`src/rtl/sxc_pkg.sv`:
```
package sxc_pkg;
  typedef enum logic {
    CLK_INT = 1'b0,
    CLK_EXT = 1'b1
  } clk_src_e;

  typedef struct packed {
    logic rise;
    logic fall;
  } sck_edge_t;
endpackage

```
`src/rtl/sxc_baud_gen.sv`:
```
module sxc_baud_gen
  import sxc_pkg::*;
#(
  parameter int DIV_W = 8
) (
  input  logic             clk_i,
  input  logic             rst_ni,
  input  logic             en_i,
  input  logic [DIV_W-1:0] div_i,
  output logic             sck_o,
  output sck_edge_t        edge_o
);
  logic [DIV_W-1:0] cnt_q;
  logic             sck_q;
  logic             tick;

  assign tick = en_i && (cnt_q == div_i);

  always_ff @(posedge clk_i or negedge rst_ni) begin
    if (!rst_ni) begin
      cnt_q <= '0;
      sck_q <= 1'b1;
    end else if (!en_i) begin
      cnt_q <= '0;
      sck_q <= 1'b1;
    end else if (tick) begin
      cnt_q <= '0;
      sck_q <= ~sck_q;
    end else begin
      cnt_q <= cnt_q + DIV_W'(1);
    end
  end

  assign sck_o       = sck_q;
  assign edge_o.fall = tick & sck_q;
  assign edge_o.rise = tick & ~sck_q;

  // idle clock rests high
  p_idle_high_r4: assert property (@(posedge clk_i) disable iff (!rst_ni)
    !en_i |=> sck_q);
endmodule

```
`src/rtl/sxc_sck_sync.sv`:
```
module sxc_sck_sync
  import sxc_pkg::*;
#(
  parameter int SYNC_STAGES = 2
) (
  input  logic      clk_i,
  input  logic      rst_ni,
  input  logic      sck_i,
  output sck_edge_t edge_o
);
  logic [SYNC_STAGES:0] sh_q;
  logic                 cur, old;

  always_ff @(posedge clk_i or negedge rst_ni) begin
    if (!rst_ni) sh_q <= '1;
    else         sh_q <= {sh_q[SYNC_STAGES-1:0], sck_i};
  end

  assign cur         = sh_q[SYNC_STAGES-1];
  assign old         = sh_q[SYNC_STAGES];
  assign edge_o.rise = cur & ~old;
  assign edge_o.fall = ~cur & old;
endmodule

```
`src/rtl/sxc_tx.sv`:
```
module sxc_tx
  import sxc_pkg::*;
#(
  parameter int DATA_W = 8
) (
  input  logic              clk_i,
  input  logic              rst_ni,
  input  sck_edge_t         edge_i,
  input  logic [DATA_W-1:0] data_i,
  input  logic              valid_i,
  output logic              ready_o,
  output logic              sd_o
);
  localparam int CNT_W = $clog2(DATA_W);
  localparam logic [CNT_W-1:0] LAST = CNT_W'(DATA_W - 1);

  logic              busy_q, half_q, sd_q;
  logic [DATA_W-1:0] sh_q;
  logic [CNT_W-1:0]  cnt_q;

  always_ff @(posedge clk_i or negedge rst_ni) begin
    if (!rst_ni) begin
      busy_q <= 1'b0;
      half_q <= 1'b0;
      sd_q   <= 1'b1;
      sh_q   <= '0;
      cnt_q  <= '0;
    end else if (!busy_q) begin
      half_q <= 1'b0;
      cnt_q  <= '0;
      if (valid_i) begin
        sh_q   <= data_i;
        busy_q <= 1'b1;
      end
    end else if (edge_i.fall) begin
      sd_q   <= sh_q[0];
      sh_q   <= {1'b0, sh_q[DATA_W-1:1]};
      half_q <= 1'b1;
    end else if (edge_i.rise && half_q) begin
      // a rise only counts after this character put a bit out
      half_q <= 1'b0;
      if (cnt_q == LAST) begin
        busy_q <= 1'b0;
        sd_q   <= 1'b1;
        cnt_q  <= '0;
      end else begin
        cnt_q <= cnt_q + CNT_W'(1);
      end
    end
  end

  assign ready_o = ~busy_q;
  assign sd_o    = sd_q;

  p_sd_on_edges_r2: assert property (@(posedge clk_i) disable iff (!rst_ni)
    (!edge_i.fall && !edge_i.rise) |=> $stable(sd_q));
  p_idle_line_high_r3: assert property (@(posedge clk_i) disable iff (!rst_ni)
    ready_o |-> sd_o);
endmodule

```
`src/rtl/sxc_rx.sv`:
```
module sxc_rx
  import sxc_pkg::*;
#(
  parameter int DATA_W = 8
) (
  input  logic              clk_i,
  input  logic              rst_ni,
  input  sck_edge_t         edge_i,
  input  logic              sd_i,
  output logic [DATA_W-1:0] data_o,
  output logic              valid_o,
  input  logic              ready_i,
  output logic              ovr_o
);
  localparam int CNT_W = $clog2(DATA_W);
  localparam logic [CNT_W-1:0] LAST = CNT_W'(DATA_W - 1);

  logic [DATA_W-1:0] sh_q, data_q, nxt;
  logic [CNT_W-1:0]  cnt_q;
  logic              valid_q, ovr_q, take, done;

  assign take = valid_q & ready_i;
  assign done = edge_i.rise & (cnt_q == LAST);
  assign nxt  = {sd_i, sh_q[DATA_W-1:1]};

  always_ff @(posedge clk_i or negedge rst_ni) begin
    if (!rst_ni) begin
      sh_q  <= '0;
      cnt_q <= '0;
    end else if (edge_i.rise) begin
      sh_q  <= nxt;
      cnt_q <= done ? '0 : cnt_q + CNT_W'(1);
    end
  end

  always_ff @(posedge clk_i or negedge rst_ni) begin
    if (!rst_ni) begin
      data_q  <= '0;
      valid_q <= 1'b0;
      ovr_q   <= 1'b0;
    end else begin
      if (done && valid_q && !take) ovr_q <= 1'b1;
      else if (take)                ovr_q <= 1'b0;
      if (done && (!valid_q || take)) begin
        data_q  <= nxt;
        valid_q <= 1'b1;
      end else if (take) begin
        valid_q <= 1'b0;
      end
    end
  end

  assign data_o  = data_q;
  assign valid_o = valid_q;
  assign ovr_o   = ovr_q;

  p_hold_pending_r6: assert property (@(posedge clk_i) disable iff (!rst_ni)
    (valid_q && !ready_i) |=> (valid_q && $stable(data_q)));
  p_take_clears_r6: assert property (@(posedge clk_i) disable iff (!rst_ni)
    take |=> !ovr_q);
endmodule

```
`src/rtl/sync_serial_xcvr.sv`:
```
module sync_serial_xcvr
  import sxc_pkg::*;
#(
  parameter int DATA_W      = 8,
  parameter int DIV_W       = 8,
  parameter int SYNC_STAGES = 2
) (
  input  logic              clk_i,
  input  logic              rst_ni,
  input  logic              clk_sel_i,
  input  logic [DIV_W-1:0]  baud_div_i,
  input  logic              sck_i,
  output logic              sck_o,
  output logic              sck_oe_o,
  input  logic              sd_i,
  output logic              sd_o,
  input  logic [DATA_W-1:0] tx_data_i,
  input  logic              tx_valid_i,
  output logic              tx_ready_o,
  output logic [DATA_W-1:0] rx_data_o,
  output logic              rx_valid_o,
  input  logic              rx_ready_i,
  output logic              rx_ovr_o
);
  logic      use_ext, int_sck;
  sck_edge_t int_edge, ext_edge, bit_edge;

  assign use_ext = (clk_src_e'(clk_sel_i) == CLK_EXT);

  sxc_baud_gen #(.DIV_W(DIV_W)) u_baud (
    .clk_i (clk_i),
    .rst_ni(rst_ni),
    .en_i  (~tx_ready_o & ~use_ext),
    .div_i (baud_div_i),
    .sck_o (int_sck),
    .edge_o(int_edge)
  );

  sxc_sck_sync #(.SYNC_STAGES(SYNC_STAGES)) u_sync (
    .clk_i (clk_i),
    .rst_ni(rst_ni),
    .sck_i (sck_i),
    .edge_o(ext_edge)
  );

  assign bit_edge = use_ext ? ext_edge : int_edge;
  assign sck_o    = use_ext ? 1'b1 : int_sck;
  assign sck_oe_o = ~use_ext;

  sxc_tx #(.DATA_W(DATA_W)) u_tx (
    .clk_i  (clk_i),
    .rst_ni (rst_ni),
    .edge_i (bit_edge),
    .data_i (tx_data_i),
    .valid_i(tx_valid_i),
    .ready_o(tx_ready_o),
    .sd_o   (sd_o)
  );

  sxc_rx #(.DATA_W(DATA_W)) u_rx (
    .clk_i  (clk_i),
    .rst_ni (rst_ni),
    .edge_i (bit_edge),
    .sd_i   (sd_i),
    .data_o (rx_data_o),
    .valid_o(rx_valid_o),
    .ready_i(rx_ready_i),
    .ovr_o  (rx_ovr_o)
  );
endmodule

```
`config.mk`:
```
export PLATFORM = sky130hd
export DESIGN_NAME = sync_serial_xcvr
export DESIGN_NICKNAME = d
export VERILOG_FILES = /design/src/rtl/sxc_pkg.sv /design/src/rtl/sxc_baud_gen.sv /design/src/rtl/sxc_sck_sync.sv /design/src/rtl/sxc_tx.sv /design/src/rtl/sxc_rx.sv /design/src/rtl/sync_serial_xcvr.sv
export SDC_FILE = /design/constraint.sdc
export NUM_CORES = 1
export LEC_CHECK = 0
export BUFFER_PORTS_ARGS = -buffer_cell sky130_fd_sc_hd__buf_4
export CAP_MARGIN = 20
export CORE_MARGIN = 8
export CORE_UTILIZATION = 59
export DETAILED_ROUTE_END_ITERATION = 12
export PLACE_DENSITY = 0.83
export REMOVE_ABC_BUFFERS = 1
export SLEW_MARGIN = 20
export SYNTH_ARGS = -nofsm -noshare
export SYNTH_HDL_FRONTEND = slang
export SYNTH_SLANG_ARGS = --single-unit
```
`constraint.sdc`:
```
create_clock -name clk_i -period 3.8 [get_ports clk_i]
set_input_delay 0.38 -clock clk_i [delete_from_list [all_inputs] [get_ports clk_i]]
set_output_delay 0.38 -clock clk_i [all_outputs]
set_load 0.01 [all_outputs]
```
==> results.yml <==
status:
  outcome: "completed"
routing:
  drt_pass1_iterations: 4
  drc_errors: 0
  num_vias: 1463
  ant_nets: 0
  routedWlPerCell_um: 16.13
  drtIter0Drc: 52
  drt_wl_total_mm: 4.356
  via_per_inst: 5.419
sta:
  skew_ns: 0.003921
  hold_viol_final: 0
  setup_viol: 0
  worst-slew-pin-transition_ns: 0.7408
  finalSetupTns_ns: 0
  period_minus_slack_ns: 2.500
  fmax_mhz: 400.0
  slew_headroom_pct: 50.62
  rsz0062_at_grt: "false"
  final_max_slew_viol_count: 0
  period_share_pct: 65.79
min_path:
  holdCritPathClass: "primary input to async pin"
place:
  dp_hpwl_mm: 3.252
  dpl_cell_area_mm2: 0.002482
  place.gp.congestion: 0.8186
  place.port_buffers: 36
logic_synthesis:
  synthMuxAreaShare_pct: 13.20
  synth_edf_count: 0
  async_reset_ff_share_pct: 100.0
  yosysTopAreaCell: "dfrtp_1"
  synth.top_cells.by_count: "dfrtp_1, nand2_1, mux2_2, xor2_1, mux2i_1"
  synth_xor_xnor_area_share_pct: 6.052
  synth-adder-area-share_pct: 2.882
  yosys_warnings: 0
  yosysSeqAreaShare_pct: 53.31
  synth_cell_type_count: 34
  synth_area_leaders: "dfrtp_1, mux2_2, dfstp_2"
  synth_top_area_share_pct: 47.26
  yosys.area_share.simple_pct: 13.49
  yosys_most_used_dff: "dfrtp_1"
  synth.avg_cell_area_um2: 11.86
  syn_area_mm2: 0.002171
  synth_top_family_by_area: "simple AND/OR/NAND/NOR gates"
  synthCells: 183
  synth_most_common_cell: "dfrtp_1"
  synth-seq-cells: 46
  synth_compound_area_share_pct: 8.818
critical_path:
  r2r_end: "u_rx.data_o[6]$_DFFE_PN0P_"
  required_ns: 3.98
  timing.reg2reg.setup_slack_ns: 1.30
  worst-setup-path-type: "flop to flop"
  path_max_fanout: 25
  reg2reg_from: "u_tx.busy_q$_DFF_PN0_"
  arrival_ns: 2.68
  startpoint_type: "flop"
  cp-end-kind: "flop"
  r2r_cells: 5
die:
  ios: 37
  coreArea_mm2: 0.003606
  initial_core_util_pct: 60.20
  die_w_um: 76.66
  num_rows: 22
  die_y_um: 76.66
  die_area_mm2: 0.005876
clock_network:
  cts_tree: "done"
  root_buffer: "clkbuf_8"
  post-cts-setup-buffer-count: 0
  cts_resized: 0
  cts_buffers: 5
  htreeDepth: 2
  clock-sinks: 46
  clk_latency_ns: 0.30
  clock_path_buffers: 2
  hold_buffers: 0
  clk_pin_slew_worst_paths_ns: 0.09
power_and_ir_drop:
  fin_total_pwr_mw: 1.355
  total_leakage_power_nw: 1.277
  powerDensity_mw_per_mm2: 522.1
  ir_drop_mv: 0.3551
grt:
  grt_pass1_vias: 1627
  grt_max_degree: 47
  antenna_found_initial: 0
  track_usage_pct: 15.74
  grt_pass1_wl_mm: 7.527
  grt-ovfl-total: 0
cells_and_area:
  final_layout_size_suffix_gt1_share_pct: 32.43
  final_cell_area_mm2: 0.002596
  antenna_cells: 0
  area_growth_pct: 19.60
  fin_nets: 249
  fillCellCount: 253
run:
  maxCapViolCount: 0
## where the power goes
group | internal [mW] | switching, mW | leakage (nW)
clock | 0.196 | 0.166 | 0.0504
sequential | 0.610 | 0.0902 | 0.579
combinational | 0.162 | 0.132 | 0.648
total | 0.967 | 0.388 | 1.28
## layer usage
layer  track usage (%)  up-vias  wire (µm)
met5                 0        -          0
met4             5.769        0         77
met3             5.128        7        189
met2             27.16       30       2252
met1             17.68      718       1837
li1                  -      708          -
## area by class of cell
cell class              instances  area, µm²  share of cell area [%]
flip-flops and latches         46       1157                   44.58
multi-input cells             125      964.7                   37.16
repair buffers                 37      277.8                   10.70
clock buffers                   5      68.82                   2.651
well taps                      48      60.06                   2.313
clock inverters                 3      45.04                   1.735
inverters                       6      22.52                  0.8675
## stage by stage
step	util (%)	std cells	worst slack [ns]	hold WS, ns
2_1_floorplan	-	177	1.648	0.08441
3_3_place_gp	68.84	262	1.490	0.3520
3_5_place_dp	68.84	262	1.333	0.3528
4_1_cts	72.00	270	1.312	0.08158
5_1_grt	72.00	270	1.127	0.1086
6_report	72.00	270	1.300	0.06077
## worst max-delay path, stage by stage (launching register included)
cell,delay (ns)
dfrtp_1,0.83
inv_1,0.25
nor3_1,0.36
a31oi_4,0.27
nand3b_4,0.32
mux2_4,0.34
## cell usage in the layout (no fill, tap or decap), drive strengths merged, types with 3 or more instances in the layout
cell type	count
mux2i	11
dfrtp	41
dfstp	5
mux2	15
o21ai	7
inv	6
a21oi	8
ha	5
nor2	10
nand2	15
nand3	4
buf	37
nor2b	7
clkbuf	5
and3	3
a211oi	8
xor2	13
## registers in the layout (all words and copies together) (netlist names)
name          count
u_rx.ovr_o        1
u_rx.valid_o      1
u_baud.cnt_q      8
u_rx.cnt_q        3
u_tx.sh_q         8
u_tx.cnt_q        3
u_baud.sck_o      1
u_sync.sh_q       3
u_tx.half_q       1
u_tx.sd_o         1
u_rx.sh_q         7
u_tx.busy_q       1
u_rx.data_o       8
## how the worst max path moves through the flow
stage / endpoint / slack (ns) / depth (start not counted) / start
6_report: u_rx.data_o[6]$_DFFE_PN0P_ / 1.30 / 5 / u_tx.busy_q$_DFF_PN0_
5_1_grt: u_rx.data_o[6]$_DFFE_PN0P_ / 1.13 / 5 / u_tx.busy_q$_DFF_PN0_
4_1_cts: u_rx.data_o[6]$_DFFE_PN0P_ / 1.31 / 5 / u_tx.busy_q$_DFF_PN0_
3_5_place_dp: u_rx.data_o[6]$_DFFE_PN0P_ / 1.33 / 5 / u_tx.busy_q$_DFF_PN0_
3_3_place_gp: u_rx.data_o[7]$_DFFE_PN0P_ / 1.49 / 5 / u_tx.busy_q$_DFF_PN0_
2_1_floorplan: u_rx.data_o[6]$_DFFE_PN0P_ / 1.65 / 5 / u_tx.busy_q$_DFF_PN0_
## cell families (layout without fill, tap and decap cells)
group                      count (synthesis)  count (layout)
and+or+nand+nor                           51              51
buffers and inverters                     12              51
DFF                                       46              46
xor gates and xnor gates                  15              15
muxes                                     26              26
AOI/OAI and AO/OA                         28              28
adders and majority gates                  5               5
(Power assumes the default switching activity.)
